`config.mk`:
```
export PLATFORM = sky130hd
export DESIGN_NAME = hbus_detect
export DESIGN_NICKNAME = d
export VERILOG_FILES = /design/src/rtl/hbus_detect_pkg.sv /design/src/rtl/hbd_sampler.sv /design/src/rtl/hbd_style.sv /design/src/rtl/hbd_muxsense.sv /design/src/rtl/hbd_xlate.sv /design/src/rtl/hbus_detect.sv
export SDC_FILE = /design/constraint.sdc
export NUM_CORES = 1
export LEC_CHECK = 0
export ABC_AREA = 1
export ABC_CLOCK_PERIOD_IN_PS = 1370
export BUFFER_PORTS_ARGS = -buffer_cell sky130_fd_sc_hd__clkbuf_2
export CAP_MARGIN = 40
export CORE_AREA = 2 2 74 62
export DETAILED_ROUTE_END_ITERATION = 7
export DIE_AREA = 0 0 76 64
export PLACE_DENSITY = 0.71
export SLEW_MARGIN = 20
export SYNTH_ARGS = -nofsm -noshare
export SYNTH_HDL_FRONTEND = slang
export SYNTH_SLANG_ARGS = --single-unit
```
`constraint.sdc`:
```
create_clock -name clk -period 1.37 [get_ports clk]
set_input_delay 0.274 -clock clk [delete_from_list [all_inputs] [get_ports clk]]
set_output_delay 0.274 -clock clk [all_outputs]
set_load 0.1 [all_outputs]
```
`src/rtl/hbus_detect_pkg.sv`:
```
package hbus_detect_pkg;

   typedef enum logic {
      STROBE_SPLIT = 1'b0,
      STROBE_DIRDS = 1'b1
   } strobe_style_e;

   typedef struct packed {
      logic cs_n;
      logic rd_n;
      logic wr_n;
      logic ale;
   } host_ctl_t;

   localparam int CTL_W      = 4;
   localparam int STAT_STYLE = 0;
   localparam int STAT_DEMUX = 1;
   localparam int STAT_LOCK  = 2;
   localparam int STAT_W     = 3;

endpackage

```
`src/rtl/hbd_sampler.sv`:
```
module hbd_sampler #(
   parameter int             W      = 8,
   parameter int             STAGES = 2,
   parameter logic [W-1:0]   RST    = '0
) (
   input  logic         clk,
   input  logic         rst_n,
   input  logic [W-1:0] pins,
   output logic [W-1:0] now_q,
   output logic [W-1:0] prev_q
);

   localparam int DEPTH = STAGES + 1;

   generate
      if (STAGES < 1 || STAGES > 3) begin : g_bad_stages
         $error("hbd_sampler: STAGES must be 1 to 3");
      end
   endgenerate

   logic [DEPTH-1:0][W-1:0] chain;

   always_ff @(posedge clk or negedge rst_n) begin
      if (!rst_n) begin
         chain <= {DEPTH{RST}};
      end else begin
         chain[0] <= pins;
         for (int i = 1; i < DEPTH; i++) begin
            chain[i] <= chain[i-1];
         end
      end
   end

   assign now_q  = chain[STAGES-1];
   assign prev_q = chain[STAGES];

endmodule

```
`src/rtl/hbd_style.sv`:
```
module hbd_style
   import hbus_detect_pkg::*;
(
   input  logic          clk,
   input  logic          rst_n,
   input  logic          freeze,
   input  host_ctl_t     now_c,
   input  host_ctl_t     prev_c,
   output strobe_style_e style_q,
   output logic          dirds_eff
);

   logic decided_q;
   logic pick_dirds;
   logic pick_split;

   always_comb begin
      // data strobe falls while the direction line is settled low: direction style
      pick_dirds = !decided_q && !freeze &&
                   prev_c.rd_n && !now_c.rd_n &&
                   !now_c.wr_n && !prev_c.wr_n;
      // the write pin finishes a pulse with no read-pin activity: separate strobes
      pick_split = !decided_q && !freeze &&
                   !prev_c.wr_n && now_c.wr_n;
      dirds_eff  = (style_q == STROBE_DIRDS) || pick_dirds;
   end

   always_ff @(posedge clk or negedge rst_n) begin
      if (!rst_n) begin
         decided_q <= 1'b0;
         style_q   <= STROBE_SPLIT;
      end else if (pick_dirds) begin
         decided_q <= 1'b1;
         style_q   <= STROBE_DIRDS;
      end else if (pick_split) begin
         decided_q <= 1'b1;
         style_q   <= STROBE_SPLIT;
      end
   end

endmodule

```
`src/rtl/hbd_muxsense.sv`:
```
module hbd_muxsense (
   input  logic clk,
   input  logic rst_n,
   input  logic freeze,
   input  logic now_a0,
   input  logic now_ale,
   input  logic prev_ale,
   output logic demux_q,
   output logic demux_eff,
   output logic ale_fall
);

   always_comb begin
      demux_eff = demux_q || (!freeze && now_a0);
      ale_fall  = !demux_eff && prev_ale && !now_ale;
   end

   always_ff @(posedge clk or negedge rst_n) begin
      if (!rst_n) begin
         demux_q <= 1'b0;
      end else begin
         demux_q <= demux_eff;
      end
   end

endmodule

```
`src/rtl/hbd_xlate.sv`:
```
module hbd_xlate #(
   parameter int ADDR_W = 4,
   parameter int DATA_W = 8
) (
   input  logic              clk,
   input  logic              rst_n,
   input  logic              cs_n,
   input  logic              rd_n,
   input  logic              wr_n,
   input  logic              dirds,
   input  logic              demux,
   input  logic              ale_fall,
   input  logic [ADDR_W-1:0] pin_addr,
   input  logic [DATA_W-1:0] pin_ad,
   output logic              reg_rd,
   output logic              reg_wr,
   output logic [ADDR_W-1:0] reg_addr,
   output logic [DATA_W-1:0] reg_wdata,
   output logic              addr_stb
);

   logic rd_act, wr_act, any_act;
   logic rd_q, wr_q, any_q;
   logic acc_start;

   always_comb begin
      if (dirds) begin
         rd_act = !cs_n && !rd_n && wr_n;
         wr_act = !cs_n && !rd_n && !wr_n;
      end else begin
         rd_act = !cs_n && !rd_n;
         wr_act = !cs_n && !wr_n && rd_n;
      end
      any_act   = rd_act || wr_act;
      acc_start = any_act && !any_q;
   end

   always_ff @(posedge clk or negedge rst_n) begin
      if (!rst_n) begin
         rd_q      <= 1'b0;
         wr_q      <= 1'b0;
         any_q     <= 1'b0;
         reg_rd    <= 1'b0;
         reg_wr    <= 1'b0;
         addr_stb  <= 1'b0;
         reg_addr  <= '0;
         reg_wdata <= '0;
      end else begin
         rd_q     <= rd_act;
         wr_q     <= wr_act;
         any_q    <= any_act;
         reg_rd   <= rd_act && !rd_q;
         reg_wr   <= wr_q && !wr_act;
         addr_stb <= demux ? acc_start : ale_fall;
         if (wr_act) begin
            reg_wdata <= pin_ad;
         end
         if (demux && acc_start) begin
            reg_addr <= pin_addr;
         end else if (!demux && ale_fall) begin
            reg_addr <= pin_ad[ADDR_W-1:0];
         end
      end
   end

endmodule

```
`src/rtl/hbus_detect.sv`:
```
module hbus_detect
   import hbus_detect_pkg::*;
#(
   parameter int ADDR_W      = 4,
   parameter int DATA_W      = 8,
   parameter int SYNC_STAGES = 2
) (
   input  logic              clk,
   input  logic              rst_n,
   input  logic              host_cs_n,
   input  logic              host_rd_n,
   input  logic              host_wr_n,
   input  logic              host_ale,
   input  logic [ADDR_W-1:0] host_addr,
   input  logic [DATA_W-1:0] host_ad,
   output logic              reg_rd,
   output logic              reg_wr,
   output logic [ADDR_W-1:0] reg_addr,
   output logic [DATA_W-1:0] reg_wdata,
   output logic              addr_stb,
   output logic [STAT_W-1:0] mode_status
);

   localparam int PIN_W = CTL_W + ADDR_W + DATA_W;
   localparam logic [PIN_W-1:0] PIN_RST = {4'b1110, {(ADDR_W + DATA_W){1'b0}}};

   generate
      if (ADDR_W < 1 || ADDR_W > DATA_W) begin : g_bad_addr
         $error("hbus_detect: ADDR_W must be 1 to DATA_W");
      end
      if (DATA_W < 2) begin : g_bad_data
         $error("hbus_detect: DATA_W must be at least 2");
      end
   endgenerate

   logic [PIN_W-1:0]  now_v, prev_v;
   host_ctl_t         now_c, prev_c;
   logic [ADDR_W-1:0] now_addr;
   logic [DATA_W-1:0] now_ad;

   hbd_sampler #(.W(PIN_W), .STAGES(SYNC_STAGES), .RST(PIN_RST)) u_smp (
      .clk    (clk),
      .rst_n  (rst_n),
      .pins   ({host_cs_n, host_rd_n, host_wr_n, host_ale, host_addr, host_ad}),
      .now_q  (now_v),
      .prev_q (prev_v)
   );

   assign now_c    = host_ctl_t'(now_v[PIN_W-1 -: CTL_W]);
   assign prev_c   = host_ctl_t'(prev_v[PIN_W-1 -: CTL_W]);
   assign now_addr = now_v[DATA_W +: ADDR_W];
   assign now_ad   = now_v[DATA_W-1:0];

   logic          locked_q;
   strobe_style_e style_q;
   logic          dirds_eff;
   logic          demux_q, demux_eff, ale_fall;
   logic          read_sel;

   hbd_style u_style (
      .clk       (clk),
      .rst_n     (rst_n),
      .freeze    (locked_q),
      .now_c     (now_c),
      .prev_c    (prev_c),
      .style_q   (style_q),
      .dirds_eff (dirds_eff)
   );

   hbd_muxsense u_mux (
      .clk       (clk),
      .rst_n     (rst_n),
      .freeze    (locked_q),
      .now_a0    (now_addr[0]),
      .now_ale   (now_c.ale),
      .prev_ale  (prev_c.ale),
      .demux_q   (demux_q),
      .demux_eff (demux_eff),
      .ale_fall  (ale_fall)
   );

   always_comb begin
      if (dirds_eff) begin
         read_sel = !now_c.cs_n && !now_c.rd_n && now_c.wr_n;
      end else begin
         read_sel = !now_c.cs_n && !now_c.rd_n;
      end
   end

   always_ff @(posedge clk or negedge rst_n) begin
      if (!rst_n) begin
         locked_q <= 1'b0;
      end else if (read_sel) begin
         locked_q <= 1'b1;
      end
   end

   hbd_xlate #(.ADDR_W(ADDR_W), .DATA_W(DATA_W)) u_xl (
      .clk       (clk),
      .rst_n     (rst_n),
      .cs_n      (now_c.cs_n),
      .rd_n      (now_c.rd_n),
      .wr_n      (now_c.wr_n),
      .dirds     (dirds_eff),
      .demux     (demux_eff),
      .ale_fall  (ale_fall),
      .pin_addr  (now_addr),
      .pin_ad    (now_ad),
      .reg_rd    (reg_rd),
      .reg_wr    (reg_wr),
      .reg_addr  (reg_addr),
      .reg_wdata (reg_wdata),
      .addr_stb  (addr_stb)
   );

   always_comb begin
      mode_status             = '0;
      mode_status[STAT_STYLE] = (style_q == STROBE_DIRDS);
      mode_status[STAT_DEMUX] = demux_q;
      mode_status[STAT_LOCK]  = locked_q;
   end

endmodule

```
==> flow_summary.ini <==
[cts]
cts_max_level = 3
numCtsBuffers = 9
insertion_delay_ns = 0.32
path_clk_slew_ns = 0.06
clock_path_buffers = 2
root_buffer = clkbuf_8
cts_sinks = 57
cts_tree = yes

[sta]
timing.slew.headroom_pct = 79.4
setup_viol = 2
slew_violations = 0
hold_violations = 0
setup_ws_ns = -0.0219
worstMarginPinSlew_ns = 0.307
rsz0062_at_grt = true
period_needed_ns = 1.39
max_freq_ghz = 0.718
finalCritPeriodShare_pct = 102
tns_ns = -0.0231
skew_ns = 0.00558
hold_ws_ns = 0.0248

[detailed_routing]
drt-initial-drc-count = 75
viasPerCell = 4.62
route.met2.wl_um = 1690
dr_wl_met3_um = 213
drtPass1Iterations = 4
via_count = 1201
drcViolationCount = 0
wl_per_cell_um = 12.6
ant_nets = 0
m1WireLength_um = 1240
routed.top_layer = met4
wirelength_um = 3260

[placed_design]
dp_cells = 241
dp_hpwl_um = 2200
dp_slack_ns = -0.0767
gp_congestion = 0.854
placed_cell_area_um2 = 2430
portBuffers = 35

[global_route]
grt_max_degree = 58
antenna_found_initial = 0
grt_pass1_vias = 1241
overflow = 0
grt_usage_pct = 15.5
grt_first_pass_wirelength_um = 5600

[power_and_ir_drop]
leakage_uw = 0.00135
power_density_nw_per_um2 = 1640
vdd_drop_max_v = 0.000931

[yosys]
syn-num-nets = 165
ys.flop_type = dfrtp_1
ys_ff_latch = 57
synthesis.area_um2 = 1890
synth_cells = 147
syn_area_per_cell_um2 = 12.8
synthArstFlopShare_pct = 100
yosys_warnings = 0
synth_edf_count = 0
seq_area_frac_synth_pct = 76.1
ys_types = 20

[cells_and_area]
antennaDiodeCount = 0
stdcell_area_um2 = 2710
fillCellCount = 273
final_common_cell = dfrtp_1
drive_above_1_share_pct = 39.4
nNetsFinal = 216
instances_no_fill = 260
syn2layout_area_growth_pct = 43.7
multi_input_area_um2 = 412
layout_common_cells = 49 x dfrtp_1, 34 x nand2_1, 19 x buf_12
seqCellArea_um2 = 1440

[die]
die-width_um = 76
coreArea_um2 = 4070
fp-row-count = 21
start_util_pct = 46.4
ios = 36
die_y_um = 64
die_area_um2 = 4860

[min_path]
holdCritPathClass = input pin to register

[critical_path]
start_kind = register
crit_slowest_cell = dfstp_2
worstSetupEndpointType = register
cp.required_ns = 1.58
cp_max_fo = 7
max_stage_delay_ns = 0.52
path_class = register to register
path_delay_family = simple AND/OR/NAND/NOR gates
worst_ep_arrival_time_ns = 1.61
critical_path_buf_inv_count = 1
crit_chain = inv_1 > nor2_1 > nand3_2 > nand3_4 > nand2_4 > nand2_4 > nand2_2 > nand2_1 > nand2_1

[run_status]
status = finished with violations
violations = setup timing

[flow_run]
max_cap_viol_count = 0
==> per-layer routing <==
layer | global-route usage (%) | up-vias
li1 | - | 558
met1 | 17.4 | 590
met2 | 24.1 | 40
met3 | 7.77 | 13
met4 | 9.32 | 0
met5 | 0 | -
==> synth_stat cells, types with 3 or more instances <==
master	count	area [µm²]
nand2_1	36	135
nor2_1	7	26.3
dfstp_2	8	210
nand2_4	3	33.8
buf_4	3	22.5
inv_1	13	48.8
nand3_1	16	80.1
dfrtp_1	49	1230
==> cells by family (layout without fill, tap and decap cells) <==
family | Yosys count | in the layout | synth area share, %
buffers and inverters | 17 | 72 | 3.98
AO/OA/AOI/OAI | 3 | 3 | 1.13
flip-flops | 57 | 57 | 76.1
AND/OR/NAND/NOR | 70 | 71 | 18.8
==> registers in the layout (all words and copies together) (netlist names) <==
| register | cells |
|---|---|
| u_xl.reg_rd | 1 |
| u_style.decided_q | 1 |
| u_smp.chain | 16 |
| u_xl.reg_wdata | 8 |
| u_xl.reg_wr | 1 |
| u_mux.demux_q | 1 |
| u_xl.addr_stb | 1 |
| locked_q | 1 |
| u_xl.rd_q | 1 |
| u_smp.now_q | 16 |
| u_smp.prev_q | 3 |
| u_xl.reg_addr | 4 |
| u_xl.wr_q | 1 |
| u_xl.any_q | 1 |
| u_style.style_q | 1 |
==> worst register-to-register path: stages, from the launching register on <==
cell     delay, ns
dfstp_2       0.52
inv_1         0.03
nor2_1        0.10
nand3_2       0.12
nand3_4       0.11
nand2_4       0.09
nand2_4       0.12
nand2_2       0.06
nand2_1       0.07
nand2_1       0.06
==> worst paths after layout <==
kind	endpoint	slack (ns)	from	cells after the start
max reg2reg	u_xl.reg_addr[0]	-0.02	u_smp.prev_q[14]	9
min	u_smp.chain[15]	0.02	host_cs_n	1
min in group asynchronous	u_style.decided_q	0.48	rst_n	3
max	u_xl.reg_addr[0]	-0.02	u_smp.prev_q[14]	9
min reg2reg	u_smp.now_q[2]	0.34	u_smp.chain[2]	0
max in group asynchronous	u_smp.chain[14]	0.61	rst_n	3
==> what timing repair did <==
item	4_1_cts	5_1_grt
buffers inserted	1	0
hold buffers	1	0
pin swaps	1	0
resized for setup	4	3
cloned	1	0
endpoints found under the setup margin	10	17
hold endpoints to repair	49	0
==> cell type report <==
type	count	area share, %
tap	57	2.63
inverter	14	1.94
multi-input combinational	74	15.2
clock buffer	11	5.58
timing repair buffer	42	18.9
clock inverter	5	2.86
sequential	57	52.9
==> power by group <==
part           switching (µW)  internal [µW]  total, µW
combinational             555            290        845
sequential               93.7           1810       1900
clock                     601           1110       1720
==> metrics by stage <==
step / utilization (%) / total power (µW)
after global placement: 59.7 / 2750
final: 66.6 / 4460
after detailed placement: 59.7 / 2770
after CTS: 66.2 / 4500
after floorplan: - / 2380
after global routing: 66.6 / 4650
Note: power is estimated with default switching activity, not from simulation.
